==> src/rtl/planner_pkg.sv <==
package planner_pkg;

  typedef enum logic {
    PS_IDLE = 1'b0,
    PS_PLAN = 1'b1
  } planState_t;

  // strobes from control to datapath
  typedef struct packed {
    logic clear;   // zero the accumulators
    logic accept;  // add the head candidate
    logic finish;  // last planning cycle: latch flags, raise done
    logic active;  // a plan is in progress
  } planStrobe_t;

endpackage

==> src/rtl/planner_ctrl.sv <==
module planner_ctrl
  import planner_pkg::*;
(
  input  logic        clk,
  input  logic        rst,
  input  logic        start,
  input  logic        candValid,
  input  logic        fits,
  output logic        candReady,
  output planStrobe_t strobe
);

  planState_t state, stateNext;

  always_comb begin
    stateNext     = state;
    strobe        = '0;
    strobe.active = (state == PS_PLAN);
    unique case (state)
      PS_IDLE: begin
        if (start) begin
          strobe.clear = 1'b1;
          stateNext    = PS_PLAN;
        end
      end
      PS_PLAN: begin
        if (candValid && fits) begin
          strobe.accept = 1'b1;
        end else begin
          strobe.finish = 1'b1;
          stateNext     = PS_IDLE;
        end
      end
      default: stateNext = PS_IDLE;
    endcase
  end

  assign candReady = strobe.accept;

  always_ff @(posedge clk) begin
    if (rst) state <= PS_IDLE;
    else     state <= stateNext;
  end

  // nothing is accepted outside a plan
  a_r1_idle_no_ready: assert property (@(posedge clk) disable iff (rst)
    (state == PS_IDLE) |-> !candReady);

  // a refused head candidate closes the plan
  a_r4_refuse_ends: assert property (@(posedge clk) disable iff (rst)
    (state == PS_PLAN && candValid && !candReady) |=> (state == PS_IDLE));

  // start during a plan does not reopen or clear it
  a_r12_start_ignored: assert property (@(posedge clk) disable iff (rst)
    (state == PS_PLAN && start) |-> !strobe.clear);

endmodule

==> src/rtl/planner_dp.sv <==
module planner_dp
  import planner_pkg::*;
#(
  parameter int COUNT_W = 7,
  parameter int BYTES_W = 20,
  parameter int LEN_W   = 14
) (
  input  logic               clk,
  input  logic               rst,
  input  planStrobe_t        strobe,
  input  logic [BYTES_W-1:0] cfgMaxBytes,
  input  logic [COUNT_W-1:0] cfgMaxCount,
  input  logic               cfgEospEn,
  input  logic [COUNT_W-1:0] cfgEospThr,
  input  logic               cfgMoreEn,
  input  logic [COUNT_W-1:0] cfgMoreThr,
  input  logic               peerDozing,
  input  logic               candValid,
  input  logic [LEN_W-1:0]   candLen,
  output logic               fits,
  output logic               done,
  output logic [COUNT_W-1:0] planCount,
  output logic [BYTES_W-1:0] planBytes,
  output logic               eospFlag,
  output logic               moreFlag,
  output logic               queueMoreFlag
);

  localparam int SUM_W = ((BYTES_W > LEN_W) ? BYTES_W : LEN_W) + 1;

  logic [COUNT_W-1:0] accCount;
  logic [BYTES_W-1:0] accBytes;
  logic [SUM_W-1:0]   sumNext;
  logic               roomCount;
  logic               roomBytes;
  logic               nonZero;

  assign sumNext   = SUM_W'(accBytes) + SUM_W'(candLen);
  assign roomCount = (accCount < cfgMaxCount);
  assign roomBytes = (sumNext <= SUM_W'(cfgMaxBytes));
  assign fits      = roomCount && roomBytes;
  assign nonZero   = (accCount != '0);

  always_ff @(posedge clk) begin
    if (rst || strobe.clear) begin
      accCount <= '0;
      accBytes <= '0;
    end else if (strobe.accept) begin
      accCount <= accCount + COUNT_W'(1);
      accBytes <= accBytes + BYTES_W'(candLen);
    end
  end

  always_ff @(posedge clk) begin
    if (rst) begin
      done          <= 1'b0;
      eospFlag      <= 1'b0;
      moreFlag      <= 1'b0;
      queueMoreFlag <= 1'b0;
    end else begin
      done <= strobe.finish;
      if (strobe.clear) begin
        eospFlag      <= 1'b0;
        moreFlag      <= 1'b0;
        queueMoreFlag <= 1'b0;
      end else if (strobe.finish) begin
        eospFlag      <= cfgEospEn && nonZero && (accCount == cfgEospThr);
        moreFlag      <= cfgMoreEn && nonZero && (accCount < cfgMoreThr);
        queueMoreFlag <= peerDozing && candValid;
      end
    end
  end

  assign planCount = accCount;
  assign planBytes = accBytes;

  // running byte total stays within the cap
  a_r2_byte_cap: assert property (@(posedge clk) disable iff (rst)
    strobe.active |-> (accBytes <= cfgMaxBytes));

  // running count stays within the cap
  a_r3_count_cap: assert property (@(posedge clk) disable iff (rst)
    strobe.active |-> (accCount <= cfgMaxCount));

  // each accept advances the count by one
  a_r6_count_step: assert property (@(posedge clk) disable iff (rst)
    strobe.accept |=> (accCount == $past(accCount) + COUNT_W'(1)));

  // done is a single-cycle strobe
  a_r6_done_pulse: assert property (@(posedge clk) disable iff (rst)
    done |=> !done);

  // an empty plan carries no per-frame flags
  a_r7_empty_quiet: assert property (@(posedge clk) disable iff (rst)
    (done && planCount == '0) |-> (!eospFlag && !moreFlag));

  // flags need their enables
  a_r10_enables: assert property (@(posedge clk) disable iff (rst)
    done |-> ((!eospFlag || cfgEospEn) && (!moreFlag || cfgMoreEn)));

  // queue-level indication only for a dozing peer
  a_r11_dozing: assert property (@(posedge clk) disable iff (rst)
    (done && queueMoreFlag) |-> peerDozing);

endmodule

==> src/rtl/ampdu_count_planner.sv <==
module ampdu_count_planner
  import planner_pkg::*;
#(
  parameter int COUNT_W = 7,
  parameter int BYTES_W = 20,
  parameter int LEN_W   = 14
) (
  input  logic               clk,
  input  logic               rst,
  input  logic               start,
  input  logic [BYTES_W-1:0] cfgMaxBytes,
  input  logic [COUNT_W-1:0] cfgMaxCount,
  input  logic               cfgEospEn,
  input  logic [COUNT_W-1:0] cfgEospThr,
  input  logic               cfgMoreEn,
  input  logic [COUNT_W-1:0] cfgMoreThr,
  input  logic               peerDozing,
  input  logic               candValid,
  input  logic [LEN_W-1:0]   candLen,
  output logic               candReady,
  output logic               done,
  output logic [COUNT_W-1:0] planCount,
  output logic [BYTES_W-1:0] planBytes,
  output logic               eospFlag,
  output logic               moreFlag,
  output logic               queueMoreFlag
);

  planStrobe_t strobe;
  logic        fits;

  planner_ctrl u_ctrl (
    .clk       (clk),
    .rst       (rst),
    .start     (start),
    .candValid (candValid),
    .fits      (fits),
    .candReady (candReady),
    .strobe    (strobe)
  );

  planner_dp #(
    .COUNT_W (COUNT_W),
    .BYTES_W (BYTES_W),
    .LEN_W   (LEN_W)
  ) u_dp (
    .clk           (clk),
    .rst           (rst),
    .strobe        (strobe),
    .cfgMaxBytes   (cfgMaxBytes),
    .cfgMaxCount   (cfgMaxCount),
    .cfgEospEn     (cfgEospEn),
    .cfgEospThr    (cfgEospThr),
    .cfgMoreEn     (cfgMoreEn),
    .cfgMoreThr    (cfgMoreThr),
    .peerDozing    (peerDozing),
    .candValid     (candValid),
    .candLen       (candLen),
    .fits          (fits),
    .done          (done),
    .planCount     (planCount),
    .planBytes     (planBytes),
    .eospFlag      (eospFlag),
    .moreFlag      (moreFlag),
    .queueMoreFlag (queueMoreFlag)
  );

endmodule

==> config.mk <==
export PLATFORM = sky130hd
export DESIGN_NAME = ampdu_count_planner
export DESIGN_NICKNAME = d
export VERILOG_FILES = /design/src/rtl/planner_pkg.sv /design/src/rtl/planner_ctrl.sv /design/src/rtl/planner_dp.sv /design/src/rtl/ampdu_count_planner.sv
export SDC_FILE = /design/constraint.sdc
export NUM_CORES = 1
export LEC_CHECK = 0
export ABC_AREA = 1
export BUFFER_PORTS_ARGS = -buffer_cell sky130_fd_sc_hd__buf_2
export CORE_UTILIZATION = 40
export DETAILED_ROUTE_END_ITERATION = 16
export GPL_ROUTABILITY_DRIVEN = 1
export SYNTH_ARGS = -nofsm -noshare
export SYNTH_HDL_FRONTEND = slang
export SYNTH_HIERARCHICAL = 1
export SYNTH_SLANG_ARGS = --single-unit
==> constraint.sdc <==
create_clock -name clk -period 7.7 [get_ports clk]
set_clock_uncertainty 0.15 [all_clocks]
set_input_delay 0 -clock clk [delete_from_list [all_inputs] [get_ports clk]]
set_output_delay 0 -clock clk [all_outputs]
set_load 0.02 [all_outputs]
==> flow_summary.ini <==
[sta]
max_freq_mhz = 195
setup_slack_ps = 2570
setup_violations = 0
min_period_over_period_pct = 66.7
setup_tns_ps = 0
finalHoldViolations = 0
period_minus_slack_ps = 5130
slew_headroom_pct = 44.1
maxSlewViolCount = 0
rsz0062_at_grt = no
worstMarginPinSlew_ps = 837

[clock_tree]
clockRootBuffer = clkbuf_8
htree_levels = 2
clk_latency_ps = 290
cts.clk_slew.worst_paths_ps = 70
clock_path_buffers = 2
cts-resized-gates = 0
clock_sinks = 32
cts_tree = done
hold_buffers = 7
post_cts_buffers = 0
cts_buffers = 5

[pwr]
combPwrFrac_pct = 27.5
ir_drop_mv = 0.0865
pwr-share-seq_pct = 35.5
power_mw = 0.493
swShare_pct = 31.4
power.internal_mw = 0.338
power_density_nw_per_um2 = 126
power_leakage_nw = 2.36
p_sw_mw = 0.155
p_clk_share_pct = 37.0

[cells_and_area]
areaGrowthSynthToFinish_pct = 23.6
drive_gt1_share_pct = 23.5
n_antenna_cell = 0
finalNetCount = 685
final_cells = 677

[setup_path]
worstSetupEndpointType = register
crit_type = in2reg
crit_path_frequent_cell = nand2_1
cp-start-kind = primary input
crit_path_max_incr_delay_ps = 630
crit_fanout = 27
crit_arrival_ps = 5130
crit_slowest_cell = inv_1
worstPathRequired_ps = 7690

[global_routing]
first_global_vias = 2999
grt_use_total_pct = 20.0
grt_antenna_before_repair = 0
grt_first_pass_wirelength_mm = 13.5
overflow = 0
grt_max_degree = 28

[routing]
postRouteAntennaNets = 0
drc_errors = 0
num_vias = 3210
wl_per_cell_microns = 11.7
initialDrtViolationCount = 157
first_pass_iters = 4
wirelength_mm = 7.95
viasPerCell = 4.74

[run]
maxCapViolCount = 0

[placed_design]
gp_congestion = 0.848
dp_slack_ps = 2600
place_inst = 662
port_buffers = 93
dp_hpwl_mm = 6.42

[floorplan]
row_count = 32
dieWidth_microns = 91.1
core_sq_um = 7690
initial_core_util_pct = 41.3
die_h_microns = 91.1
io-pin-count = 94
dieArea_sq_um = 8300

[synth]
yosys_warnings = 6
avgSynthCellArea_sq_um = 6.67
syn-instance-count = 476
synthesis.area_sq_um = 3180
syn_nets = 587

[min_path]
hp-class = in2reg

[status]
status = finished, final reports clean
==> layout make-up <==
class	instances	area, sq um
clock buffer	7	96.3
clock inverter	1	30.0
fill	806	3760
inverter	89	334
multi-input combinational	346	2160
sequential	32	641
tap	102	128
timing repair buffer	100	536
==> placed cells by master, fill, tap and decap left out, types with 3 or more instances in the layout <==
cell            n
buf_2          93
nand2_1        89
inv_1          87
nor2_1         50
ha_1           48
a21oi_1        37
dfxtp_1        32
nand3_1        22
xor2_1         19
o21ai_0        16
nand2_2        11
o21ai_1         9
nand4_1         8
nor3_1          8
clkbuf_8        7
dlygate4sd3_1   7
a21oi_2         7
a21o_1          3
nand3_2         3
==> path summary, 6_finish.rpt <==
path | slack [ps] | start | cells past startpoint | to
worst max register to register | 2610 | u_dp/planBytes[0] | 29 | u_dp/planCount[1]
worst min-delay path | 90 | candLen[1] | 4 | u_dp/planBytes[1]
worst max-delay path | 2570 | candLen[0] | 31 | u_dp/planCount[1]
worst min register to register | 390 | u_dp/queueMoreFlag | 2 | u_dp/queueMoreFlag
==> power by group through the flow <==
| stage | Combinational (mW) | Clock, mW | Sequential, mW |
|---|---|---|---|
| after floorplan | 0.0858 | 0 | 0.184 |
| after global placement | 0.131 | 0 | 0.179 |
| after detailed placement | 0.133 | 0 | 0.179 |
| after CTS | 0.137 | 0.188 | 0.175 |
| after global routing | 0.156 | 0.194 | 0.176 |
| final | 0.136 | 0.183 | 0.175 |
==> routing by layer <==
metal	global-route usage, %	vias to the layer above	routed length, microns
met5	0	-	0
met4	3.97	0	95
met3	3.35	9	481
met2	34.1	97	3590
met1	26.5	1384	3780
li1	-	1720	-
==> flip-flops by register name, indices dropped and copies added (netlist names) <==
register,cells
u_dp/moreFlag,1
u_ctrl/state,1
u_dp/planCount,7
u_dp/planBytes,20
u_dp/queueMoreFlag,1
u_dp/done,1
u_dp/eospFlag,1
==> critical path, delay by kind of cell <==
kind | cells | cell delay (ps)
buf+inv | 5 | 1930
fa+ha+maj | 3 | 900
compound gates | 6 | 1030
simple gates | 17 | 1230
==> metrics by stage <==
step	hold WS [ps]	util, %	area (sq um)
4_1_cts	82.3	51.1	3930
2_1_floorplan	-87.6	-	3180
5_1_grt	115	51.1	3930
3_3_place_gp	50.7	48.5	3730
6_report	90.8	51.1	3930
3_5_place_dp	55.1	48.5	3730
Note: power is estimated with default switching activity, not from simulation.
